**src/rtl/sar_serial_pkg.sv**
```systemverilog
package sar_serial_pkg;

  typedef enum logic [3:0] {
    ST_IDLE   = 4'd0,
    ST_HUNT   = 4'd1,
    ST_ADDR   = 4'd2,
    ST_SETTLE = 4'd3,
    ST_CONV   = 4'd4,
    ST_LAST   = 4'd5,
    ST_TAIL   = 4'd6,
    ST_DRAIN  = 4'd7,
    ST_ZERO   = 4'd8
  } frame_state_e;

endpackage

```
**src/rtl/sar_frame_seq.sv**
```systemverilog
module sar_frame_seq
  import sar_serial_pkg::*;
#(
  parameter int DATA_W = 8,
  parameter int ADDR_W = 4,
  parameter int CNT_W  = 3
) (
  input  logic               clk,
  input  logic               rst_n,
  input  logic               cs_n,
  input  logic               sclk,
  input  logic               din,
  output frame_state_e       state_o,
  output logic [CNT_W-1:0]   step_o,
  output logic               fall_o,
  output logic               addr_shift_o,
  output logic               busy_o,
  output logic               drive_o
);

  localparam logic [CNT_W-1:0] ADDR_LAST = CNT_W'((ADDR_W > 0) ? ADDR_W - 1 : 0);
  localparam logic [CNT_W-1:0] STEP_LAST = CNT_W'(DATA_W - 1);
  localparam logic [CNT_W-1:0] TAIL_LAST = CNT_W'(DATA_W - 2);

  logic             sclk_q;
  logic             rise, fall;
  frame_state_e     state_q, state_d;
  logic [CNT_W-1:0] cnt_q, cnt_d;

  always_ff @(posedge clk or negedge rst_n) begin
    if (!rst_n) sclk_q <= 1'b0;
    else        sclk_q <= sclk;
  end

  assign rise = sclk & ~sclk_q;
  assign fall = ~sclk & sclk_q;

  always_comb begin
    state_d = state_q;
    cnt_d   = cnt_q;
    if (cs_n) begin
      state_d = ST_IDLE;
      cnt_d   = '0;
    end else begin
      case (state_q)
        ST_IDLE: state_d = ST_HUNT;
        ST_HUNT: begin
          if (rise && din) begin
            cnt_d   = '0;
            state_d = (ADDR_W == 0) ? ST_SETTLE : ST_ADDR;
          end
        end
        ST_ADDR: begin
          if (rise) begin
            if (cnt_q == ADDR_LAST) begin
              state_d = ST_SETTLE;
              cnt_d   = '0;
            end else begin
              cnt_d = cnt_q + 1'b1;
            end
          end
        end
        ST_SETTLE: begin
          if (fall) begin
            state_d = ST_CONV;
            cnt_d   = '0;
          end
        end
        ST_CONV: begin
          if (fall) begin
            if (cnt_q == STEP_LAST) begin
              state_d = ST_LAST;
              cnt_d   = '0;
            end else begin
              cnt_d = cnt_q + 1'b1;
            end
          end
        end
        ST_LAST: begin
          if (rise) begin
            state_d = ST_TAIL;
            cnt_d   = '0;
          end
        end
        ST_TAIL: begin
          if (fall) begin
            if (cnt_q == TAIL_LAST) begin
              state_d = ST_DRAIN;
              cnt_d   = '0;
            end else begin
              cnt_d = cnt_q + 1'b1;
            end
          end
        end
        ST_DRAIN: if (fall) state_d = ST_ZERO;
        ST_ZERO:  state_d = ST_ZERO;
        default:  state_d = ST_IDLE;
      endcase
    end
  end

  always_ff @(posedge clk or negedge rst_n) begin
    if (!rst_n) begin
      state_q <= ST_IDLE;
      cnt_q   <= '0;
    end else begin
      state_q <= state_d;
      cnt_q   <= cnt_d;
    end
  end

  assign state_o      = state_q;
  assign step_o       = cnt_q;
  assign fall_o       = fall;
  assign addr_shift_o = (state_q == ST_ADDR) && rise;
  assign busy_o       = (state_q == ST_CONV) || (state_q == ST_LAST);
  assign drive_o      = (state_q == ST_CONV) || (state_q == ST_LAST) ||
                        (state_q == ST_TAIL) || (state_q == ST_DRAIN) ||
                        (state_q == ST_ZERO);

  // a high frame select always returns the sequencer to idle
  a_r1_cs_abort: assert property (@(posedge clk) disable iff (!rst_n)
    cs_n |=> (state_q == ST_IDLE));

  // no frame progresses past the hunt without a 1 on din at a rise
  a_r2_start_needs_one: assert property (@(posedge clk) disable iff (!rst_n)
    (state_q == ST_HUNT && !(rise && din)) |=> (state_q == ST_HUNT || state_q == ST_IDLE));

endmodule

```
**src/rtl/sar_chan_decode.sv**
```systemverilog
module sar_chan_decode #(
  parameter int ADDR_W = 4,
  parameter int CH_W   = 3
) (
  input  logic            clk,
  input  logic            rst_n,
  input  logic            clear,
  input  logic            shift_en,
  input  logic            load_en,
  input  logic            din,
  input  logic            drive_on,
  output logic [CH_W-1:0] pos_o,
  output logic [CH_W-1:0] neg_o,
  output logic            neg_com_o
);

  generate
    if (ADDR_W == 0) begin : g_fixed
      assign pos_o     = '0;
      assign neg_o     = CH_W'(1);
      assign neg_com_o = 1'b0;
    end else begin : g_addr
      logic [ADDR_W-1:0] sr_q, sr_d;
      logic [CH_W-1:0]   pos_q, pos_d, neg_q, neg_d;
      logic              com_q, com_d;
      logic [CH_W-1:0]   ch;

      assign ch = sr_q[ADDR_W-2:0];

      always_comb begin
        sr_d  = sr_q;
        pos_d = pos_q;
        neg_d = neg_q;
        com_d = com_q;
        if (clear) begin
          sr_d  = '0;
          pos_d = '0;
          neg_d = '0;
          com_d = 1'b0;
        end else begin
          if (shift_en) sr_d = {sr_q[ADDR_W-2:0], din};
          if (load_en) begin
            pos_d = ch;
            com_d = sr_q[ADDR_W-1];
            neg_d = sr_q[ADDR_W-1] ? '0 : {ch[CH_W-1:1], ~ch[0]};
          end
        end
      end

      always_ff @(posedge clk or negedge rst_n) begin
        if (!rst_n) begin
          sr_q  <= '0;
          pos_q <= '0;
          neg_q <= '0;
          com_q <= 1'b0;
        end else begin
          sr_q  <= sr_d;
          pos_q <= pos_d;
          neg_q <= neg_d;
          com_q <= com_d;
        end
      end

      assign pos_o     = pos_q;
      assign neg_o     = neg_q;
      assign neg_com_o = com_q;

      // the channel word cannot move while the output is driven
      a_r5_addr_frozen: assert property (@(posedge clk) disable iff (!rst_n)
        drive_on |=> $stable(sr_q));

      // a differential pair always has two members of one adjacent pair
      a_r3_pair_adjacent: assert property (@(posedge clk) disable iff (!rst_n)
        (drive_on && !com_q) |-> ((pos_q ^ neg_q) == CH_W'(1)));
    end
  endgenerate

endmodule

```
**src/rtl/sar_core.sv**
```systemverilog
module sar_core #(
  parameter int DATA_W = 8,
  parameter int CNT_W  = 3
) (
  input  logic              clk,
  input  logic              rst_n,
  input  logic              clear,
  input  logic              active,
  input  logic              decide,
  input  logic [CNT_W-1:0]  step,
  input  logic              cmp_in,
  output logic [DATA_W-1:0] trial_o,
  output logic [DATA_W-1:0] result_o
);

  localparam logic [CNT_W-1:0] STEP_TOP = CNT_W'(DATA_W - 1);

  logic [CNT_W-1:0]  bitpos;
  logic [DATA_W-1:0] onebit;
  logic [DATA_W-1:0] res_q, res_d;

  assign bitpos = STEP_TOP - step;
  assign onebit = DATA_W'(1) << bitpos;

  always_comb begin
    res_d = res_q;
    if (clear) begin
      res_d = '0;
    end else if (decide) begin
      res_d = (res_q & ~onebit) | (cmp_in ? onebit : '0);
    end
  end

  always_ff @(posedge clk or negedge rst_n) begin
    if (!rst_n) res_q <= '0;
    else        res_q <= res_d;
  end

  assign trial_o  = active ? (res_q | onebit) : '0;
  assign result_o = res_q;

  // bits below the one under test are still undecided zeros
  a_r6_low_undecided: assert property (@(posedge clk) disable iff (!rst_n)
    decide |-> ((res_q & (onebit - 1'b1)) == '0));

  // the captured bit equals the comparator decision
  a_r7_bit_captured: assert property (@(posedge clk) disable iff (!rst_n)
    (decide && !clear) |=> (((res_q >> $past(bitpos)) & DATA_W'(1)) == DATA_W'($past(cmp_in))));

endmodule

```
**src/rtl/sar_serial_out.sv**
```systemverilog
module sar_serial_out
  import sar_serial_pkg::*;
#(
  parameter int DATA_W = 8,
  parameter int CNT_W  = 3
) (
  input  logic              clk,
  input  logic              rst_n,
  input  logic              clear,
  input  logic              fall,
  input  frame_state_e      state,
  input  logic [CNT_W-1:0]  step,
  input  logic              cmp_in,
  input  logic [DATA_W-1:0] result,
  output logic              dout_o
);

  logic             dout_q, dout_d;
  logic [CNT_W-1:0] tail_idx;

  assign tail_idx = step + 1'b1;

  always_comb begin
    dout_d = dout_q;
    if (clear) begin
      dout_d = 1'b0;
    end else if (fall) begin
      case (state)
        ST_SETTLE: dout_d = 1'b0;
        ST_CONV:   dout_d = cmp_in;
        ST_TAIL:   dout_d = result[tail_idx];
        ST_DRAIN:  dout_d = 1'b0;
        default:   dout_d = dout_q;
      endcase
    end
  end

  always_ff @(posedge clk or negedge rst_n) begin
    if (!rst_n) dout_q <= 1'b0;
    else        dout_q <= dout_d;
  end

  assign dout_o = dout_q;

  // while waiting for the replay, the line carries the stored LSB
  a_r9_lsb_shared: assert property (@(posedge clk) disable iff (!rst_n)
    (state == ST_LAST) |-> (dout_q == result[0]));

  // after the replay the line is held low
  a_r10_tail_low: assert property (@(posedge clk) disable iff (!rst_n)
    (state == ST_ZERO) |-> !dout_q);

endmodule

```
**src/rtl/sar_serial_ctrl.sv**
```systemverilog
module sar_serial_ctrl
  import sar_serial_pkg::*;
#(
  parameter int DATA_W = 8,
  parameter int ADDR_W = 4,
  localparam int CH_W  = (ADDR_W > 1) ? ADDR_W - 1 : 1,
  localparam int CNT_W = $clog2((DATA_W > ADDR_W) ? DATA_W : ADDR_W)
) (
  input  logic              clk,
  input  logic              rst_n,
  input  logic              cs_n,
  input  logic              sclk,
  input  logic              din,
  output logic              dout,
  output logic              dout_oe,
  output logic              busy,
  output logic [DATA_W-1:0] trial_code,
  input  logic              cmp_in,
  output logic [CH_W-1:0]   mux_pos,
  output logic [CH_W-1:0]   mux_neg,
  output logic              mux_neg_com
);

  frame_state_e      state;
  logic [CNT_W-1:0]  step;
  logic              fall;
  logic              addr_shift;
  logic              clear;
  logic              conv_active;
  logic              decide;
  logic [DATA_W-1:0] result;
  logic              dout_raw;

  sar_frame_seq #(.DATA_W(DATA_W), .ADDR_W(ADDR_W), .CNT_W(CNT_W)) u_seq (
    .clk          (clk),
    .rst_n        (rst_n),
    .cs_n         (cs_n),
    .sclk         (sclk),
    .din          (din),
    .state_o      (state),
    .step_o       (step),
    .fall_o       (fall),
    .addr_shift_o (addr_shift),
    .busy_o       (busy),
    .drive_o      (dout_oe)
  );

  assign clear       = (state == ST_IDLE);
  assign conv_active = (state == ST_CONV);
  assign decide      = conv_active && fall;

  sar_chan_decode #(.ADDR_W(ADDR_W), .CH_W(CH_W)) u_dec (
    .clk       (clk),
    .rst_n     (rst_n),
    .clear     (clear),
    .shift_en  (addr_shift),
    .load_en   (state == ST_SETTLE),
    .din       (din),
    .drive_on  (dout_oe),
    .pos_o     (mux_pos),
    .neg_o     (mux_neg),
    .neg_com_o (mux_neg_com)
  );

  sar_core #(.DATA_W(DATA_W), .CNT_W(CNT_W)) u_core (
    .clk      (clk),
    .rst_n    (rst_n),
    .clear    (clear),
    .active   (conv_active),
    .decide   (decide),
    .step     (step),
    .cmp_in   (cmp_in),
    .trial_o  (trial_code),
    .result_o (result)
  );

  sar_serial_out #(.DATA_W(DATA_W), .CNT_W(CNT_W)) u_out (
    .clk    (clk),
    .rst_n  (rst_n),
    .clear  (clear),
    .fall   (fall),
    .state  (state),
    .step   (step),
    .cmp_in (cmp_in),
    .result (result),
    .dout_o (dout_raw)
  );

  assign dout = dout_oe & dout_raw;

  // busy rises together with the driven leading zero
  a_r4_lead_zero: assert property (@(posedge clk) disable iff (!rst_n)
    $rose(busy) |-> (dout_oe && !dout));

  // a normal end of conversion leaves the line driven
  a_r8_busy_gap: assert property (@(posedge clk) disable iff (!rst_n)
    ($fell(busy) && !$past(cs_n)) |-> dout_oe);

  // one cycle after frame select rises, the port is quiet
  a_r1_port_quiet: assert property (@(posedge clk) disable iff (!rst_n)
    cs_n |=> (!dout_oe && !busy && trial_code == '0));

  // a conversion in progress always drives the line
  a_r7_busy_drives: assert property (@(posedge clk) disable iff (!rst_n)
    busy |-> dout_oe);

endmodule

```
**config.mk**
```make
export PLATFORM = sky130hd
export DESIGN_NAME = sar_serial_ctrl
export DESIGN_NICKNAME = d
export VERILOG_FILES = /design/src/rtl/sar_serial_pkg.sv /design/src/rtl/sar_frame_seq.sv /design/src/rtl/sar_chan_decode.sv /design/src/rtl/sar_core.sv /design/src/rtl/sar_serial_out.sv /design/src/rtl/sar_serial_ctrl.sv
export SDC_FILE = /design/constraint.sdc
export NUM_CORES = 1
export LEC_CHECK = 0
export ABC_AREA = 1
export BUFFER_PORTS_ARGS = -buffer_cell sky130_fd_sc_hd__buf_4
export CAP_MARGIN = 5
export CORE_ASPECT_RATIO = 2
export CORE_MARGIN = 2
export CORE_UTILIZATION = 45
export CTS_CLUSTER_DIAMETER = 120
export DETAILED_ROUTE_END_ITERATION = 16
export SLEW_MARGIN = 20
export SYNTH_ARGS = -nofsm -noshare
export SYNTH_HDL_FRONTEND = slang
export SYNTH_SLANG_ARGS = --single-unit
```
**constraint.sdc**
```tcl
create_clock -name clk -period 4.6 [get_ports clk]
set_input_delay 0.92 -clock clk [delete_from_list [all_inputs] [get_ports clk]]
set_output_delay 0.92 -clock clk [all_outputs]
set_load 0.02 [all_outputs]
```
; Word-level counts from Yosys, hierarchy flattened
; Cells that the tools add are included.
[op_classes]
magnitude_cmp = 1
n_mux = 41
n_bitwise = 10
n_shift = 1
n_eq_ne = 21
n_addsub = 2
n_reduce_logical = 18
[ops]
columns = cell, count
row1 = $mux W4, 13
row2 = $mux W3, 15
row3 = $pmux W4 S9, 1
row4 = $mux W8, 4
row5 = $pmux W3 S6, 1
row6 = $eq A4 B3 Y1 const B, 4
row7 = $or A8 B8 Y8, 2
row8 = $ne A3 B2 Y1 const B, 5
row9 = $ne A3 B3 Y1 const B, 5
row10 = $reduce_and A10 Y1, 1
row11 = $and A8 B8 Y8, 1
row12 = $eq A4 B2 Y1 const B, 2
row13 = $not A8 Y8, 1
row14 = $reduce_bool A2 Y1, 4
row15 = $shl A1 B3 Y8 const A, 1
row16 = $reduce_and A7 Y1, 1
row17 = $reduce_bool A7 Y1, 1
row18 = $eq A3 B3 Y1 const B, 2
row19 = $mux W1, 5
row20 = $eq A4 B1 Y1 const B, 1
row21 = $eq A4 B4 Y1 const B, 1
row22 = $logic_not A4 Y1, 1
row23 = $logic_or A1 B1 Y1, 4
row24 = $lt A3 B4 Y1 const B, 1
row25 = other kinds (11), 17
[totals]
register_bits = 28
elab_cells = 103

; Depth between registers and ports, before layout
[logic_depth]
depth_word = 7
ltp_mapped = 12

; Cells and area by module
; From an unflattened synthesis, not the netlist that was laid out.
[hier_totals]
hier_cells = 310
hier_area_um2 = 2067.0
[modules_own_cells]
columns = module, n_inst, area_per_inst_um2, cells_each
row1 = sar_frame_seq, 1, 760.7, 121
row2 = sar_core, 1, 558.0, 83
row3 = sar_chan_decode, 1, 456.7, 51
row4 = sar_serial_out, 1, 220.2, 39
row5 = sar_serial_ctrl, 1, 71.3, 16

; Worst setup path before layout
; Ideal clock, no wire load.
[synth_timing]
kind = reg2out
start = reg u_seq.cnt_q[0] (netlist: u_seq.step_o[0])
end = out trial_code[1]
path_stages_with_launch = 8
required_time_ns = 3.680
arrival_ns = 1.353
path_buffers = 1
setup_slack_ns = 2.327
path_cell_list = dfrtp_1 buf_2 inv_1 ha_1 nand2_1 inv_1 nor2_1 nor2_1
[synth_between]
elab_chain_cells = 4
[synth_rtl]
columns = element, line_no
row1 = start: declaration, sar_frame_seq.sv:28  ; logic [CNT_W-1:0] cnt_q, cnt_d;
row2 = start signal: assignment, sar_frame_seq.sv:108  ; cnt_q <= cnt_d;
row3 = $sub A3 B3 Y3, sar_core.sv:22  ; assign bitpos = STEP_TOP - step;
row4 = $shl A1 B3 Y8, sar_core.sv:23  ; assign onebit = DATA_W'(1) << bitpos;
row5 = $or A8 B8 Y8, sar_core.sv:39  ; assign trial_o = active ? (res_q | onebit) : '0;
row6 = $mux W8, sar_core.sv:39
row7 = end: declaration, sar_serial_ctrl.sv:17  ; output logic [DATA_W-1:0] trial_code,
; Every way passes these cells.

; Final worst setup path
; Same ends and word-level chain as after synthesis.

==> metrics.log <==
[metrics] arrival time at the worst endpoint: about 1.8 ns
[metrics] total number of H-tree levels: 1
[metrics] via count: 1,806
[metrics] overall routing resource usage: approximately a quarter
[metrics] number of slew-limit violations in the final report: 0
[metrics] width of the die: 50.0 um
[metrics] total power divided by cell area: 440 mW/mm2
[metrics] antenna-violating nets left: 0
[metrics] worst-case hold slack: about 0.47 ns
[metrics] post-synthesis to final-layout area growth: 14.7%
[metrics] overall power after layout: a little under 1 mW
[metrics] largest cells by area after synthesis: sky130_fd_sc_hd__dfrtp_1, sky130_fd_sc_hd__nand2_1, sky130_fd_sc_hd__nand3_1
[metrics] register area share after synthesis: between 30 and 40%
[metrics] clock root cell: sky130_fd_sc_hd__clkbuf_8
[metrics] leakage power total: roughly 1.1 nW
[metrics] final routed wire length divided by cell count: between 10 and 15 um
[metrics] count of final hold-check violations: 0
[metrics] biggest fanout along the worst timing path: 11
[metrics] Longest Clk Path Bufs: 2
[metrics] largest net degree at the start of global routing: 29
[metrics] die footprint: 0.00480 mm2
[metrics] maximum vdd drop: approximately 0.26 mV
[metrics] Cell variety after synth: 26
[metrics] maximum single-stage delay on the critical path: around 0.53 ns
[metrics] net count of the mapped netlist: approximately 290
[metrics] worst path required time: between 3 and 4 ns
[metrics] Post-DP HPWL: about 4000 um
[metrics] setup_tns: 0 ns
[metrics] Port Buf Inserts: 23
[metrics] series of cell instances along the critical path: inv_1 > ha_1 > nand2_1 > inv_1 > nor2_1 > nor2_1 > buf_4
[metrics] kind of start point of the critical path: flop
[metrics] number of global-route vias before repair: between 1,500 and 2,000
[metrics] first-iteration detailed-routing DRC count: between 40 and 50
[metrics] Avg Cell Area, Syn: around 7 um2
[metrics] kind of end point of the critical path: primary output
[metrics] area of the core: around 0.004 mm2
[metrics] minimum setup slack among reg-to-reg paths: roughly 2.7 ns
[metrics] # clock sinks: 28
[metrics] post-synthesis cell area: around 0.0019 mm2
[metrics] Cell Rows: 33
[metrics] post-synthesis register bit count: 28
[metrics] cts repair resizes: 0
[metrics] Layout Skew: around 0.0032 ns
[metrics] transition at the pin with the smallest max-transition slack: 0.378 ns
[metrics] Worst-path clk slew: about 0.10 ns
[metrics] cell with the largest stage delay on the worst path: sky130_fd_sc_hd__dfrtp_1
[metrics] number of antenna violations at the first check in global routing: 0
[metrics] timing-limited maximum frequency: around 370 MHz
[metrics] result of the run: finished clean
[metrics] initial cell density of the core: a little under half
[metrics] WS Path Type: flop to primary output
[metrics] Yosys top cell by area: sky130_fd_sc_hd__dfrtp_1
[metrics] remaining max-slew budget at the tightest pin: around three quarters
[metrics] net count of the finished layout: 308
[metrics] CTS tree: yes
[metrics] number of buffers created by CTS: 3
[metrics] overflow left after global routing: 0
[metrics] Top-Level Pins: 24
[metrics] final number of setup-violating endpoints: 0
[metrics] diodes inserted: 0
[metrics] post-place setup slack: ~2.2 ns
[metrics] final wirelength: about 5100 um
[metrics] Syn. warnings: 0
[metrics] first-pass GRT wire length: between 8000 and 9000 um
[metrics] Max Cap Violations: 0
[metrics] count of mapped cells out of synthesis: 270
[metrics] area share of the leading cell type in the synthesized netlist: a little under two fifths
[metrics] DIE HEIGHT: ~96 um
[metrics] least setup slack across all paths after layout: about 1.9 ns
[metrics] number of buffers inserted to repair setup after CTS: 0
[metrics] unrepaired setup endpoints after global routing: no
[metrics] final core occ: between 50% and 60%
[metrics] final-layout fill cell count: approximately 430
[metrics] DRC violations left: 0
[metrics] number of buffers inserted by hold repair at cts: 0
[metrics] drt via density: roughly 5.3
[metrics] share of final-layout standard cells stronger than drive strength 1: approximately 16%
[metrics] worst hold path type: flop to flop
[metrics] Initial DRT Pass Iterations: 11
[metrics] Final Critical Period: about 2.7 ns
[metrics] part of the cycle the worst path needs: roughly three fifths
[metrics] Clock Latency Late Sink: roughly 0.28 ns
[metrics] gpl congestion: a little over 0.9
[Yosys cell counts]
| master | n |
|---|---|
| sky130_fd_sc_hd__clkbuf_1 | 1 |
| sky130_fd_sc_hd__ha_1 | 9 |
| sky130_fd_sc_hd__a21oi_1 | 15 |
| sky130_fd_sc_hd__dfrtp_1 | 28 |
| sky130_fd_sc_hd__nor2_2 | 2 |
| sky130_fd_sc_hd__o31ai_1 | 3 |
| sky130_fd_sc_hd__nor2_4 | 4 |
| sky130_fd_sc_hd__o21ai_1 | 4 |
| sky130_fd_sc_hd__nand3_1 | 28 |
| sky130_fd_sc_hd__nor3_1 | 9 |
| sky130_fd_sc_hd__buf_6 | 1 |
| sky130_fd_sc_hd__nand2_1 | 63 |
| sky130_fd_sc_hd__a211o_1 | 1 |
| sky130_fd_sc_hd__buf_2 | 3 |
| sky130_fd_sc_hd__nand2_4 | 2 |
| sky130_fd_sc_hd__inv_2 | 4 |
| sky130_fd_sc_hd__nand2_2 | 6 |
| sky130_fd_sc_hd__inv_1 | 37 |
| sky130_fd_sc_hd__o22ai_1 | 3 |
| sky130_fd_sc_hd__nand4_1 | 3 |
| sky130_fd_sc_hd__o32ai_1 | 1 |
| sky130_fd_sc_hd__o211ai_1 | 3 |
| sky130_fd_sc_hd__nor2_1 | 30 |
| sky130_fd_sc_hd__o21ai_0 | 8 |
| sky130_fd_sc_hd__nand3_2 | 1 |
| sky130_fd_sc_hd__a31o_2 | 1 |
[stage by stage]
step | std cells | cell area, um2
2_1_floorplan | 270 | 1900
3_3_place_gp | 340 | 2110
3_5_place_dp | 340 | 2110
4_1_cts | 344 | 2180
5_1_grt | 344 | 2180
6_report | 344 | 2180
[kinds of logic after synthesis]
| logic type | share of synthesized area [%] |
|---|---|
| and+or+nand+nor | 35.8 |
| buffers and inverters | 9.66 |
| adders and majority gates | 5.92 |
| DFF | 36.8 |
| AOI/OAI and AO/OA | 11.8 |
[power by group]
group / internal, mW / switching [mW] / leakage [nW]
clock: 0.117 / 0.0832 / 0.0357
combinational: 0.131 / 0.321 / 0.691
sequential: 0.273 / 0.0351 / 0.383
[worst paths after layout]
| check | start | endpoint | cells past startpoint |
|---|---|---|---|
| min in group asynchronous | rst_n | u_core.result_o[4] | 1 |
| setup reg to reg | u_seq.step_o[0] | u_seq.state_o[1] | 9 |
| max in group asynchronous | rst_n | u_seq.state_o[1] | 1 |
| hold / removal | u_dec.g_addr.sr_q[0] | u_dec.neg_o[0] | 1 |
| hold reg to reg | u_dec.g_addr.sr_q[0] | u_dec.neg_o[0] | 1 |
| setup / recovery | u_seq.step_o[0] | trial_code[1] | 7 |
[worst max-delay path: cells and delay by family (launching register included)]
family	cells	cell delay, ns
DFF	1	0.53
buffers and inverters	3	0.40
and+or+nand+nor	3	0.30
adders and majority gates	1	0.27
[sequential cells by signal (all words and copies together) (netlist names)]
register / cells
u_seq.sclk_q: 1
u_dec.g_addr.sr_q: 4
u_seq.state_o: 4
u_dec.neg_com_o: 1
u_dec.pos_o: 3
u_dec.neg_o: 3
u_out.dout_o: 1
u_core.result_o: 8
u_seq.step_o: 3
[cells in the final DEF (no fill, tap or decap)]
master                      synthesis  final
sky130_fd_sc_hd__nor2_4             4      4
sky130_fd_sc_hd__o21ai_0            8      8
sky130_fd_sc_hd__nand2_4            2      2
sky130_fd_sc_hd__nand2_2            6      6
sky130_fd_sc_hd__inv_1             37     37
sky130_fd_sc_hd__o32ai_1            1      1
sky130_fd_sc_hd__nor2_2             2      2
sky130_fd_sc_hd__ha_1               9      9
sky130_fd_sc_hd__nand3_2            1      1
sky130_fd_sc_hd__o31ai_1            3      3
sky130_fd_sc_hd__nand3_1           28     28
sky130_fd_sc_hd__bufinv_16          0      1
sky130_fd_sc_hd__o21ai_1            4      4
sky130_fd_sc_hd__buf_4              0     23
sky130_fd_sc_hd__dfrtp_1           28     28
sky130_fd_sc_hd__clkbuf_8           0      3
sky130_fd_sc_hd__nor3_1             9      9
sky130_fd_sc_hd__nand4_1            3      3
sky130_fd_sc_hd__inv_2              4      4
sky130_fd_sc_hd__a211o_1            1      1
sky130_fd_sc_hd__nor2_1            30     30
sky130_fd_sc_hd__o211ai_1           3      3
sky130_fd_sc_hd__a31o_2             1      1
sky130_fd_sc_hd__nand2_1           63     63
sky130_fd_sc_hd__a21oi_1           15     15
sky130_fd_sc_hd__o22ai_1            3      3
[metal layers]
metal	share of wire, %	GRT usage, %
met1	36	23.0
met2	57	47.7
met5	0	0
met3	1.9	1.24
met4	4.6	14.1
[cell type report]
cell class | instances | area, um2 | share of cell area, %
multi-input combinational | 196 | 1020 | 46.7
sequential | 28 | 701 | 32.1
clock buffer | 3 | 41.3 | 1.89
timing repair buffer | 23 | 173 | 7.91
tap | 52 | 65.1 | 2.98
inverter | 41 | 154 | 7.05
clock inverter | 1 | 30.0 | 1.38
Note: power is estimated with default switching activity, not from simulation.
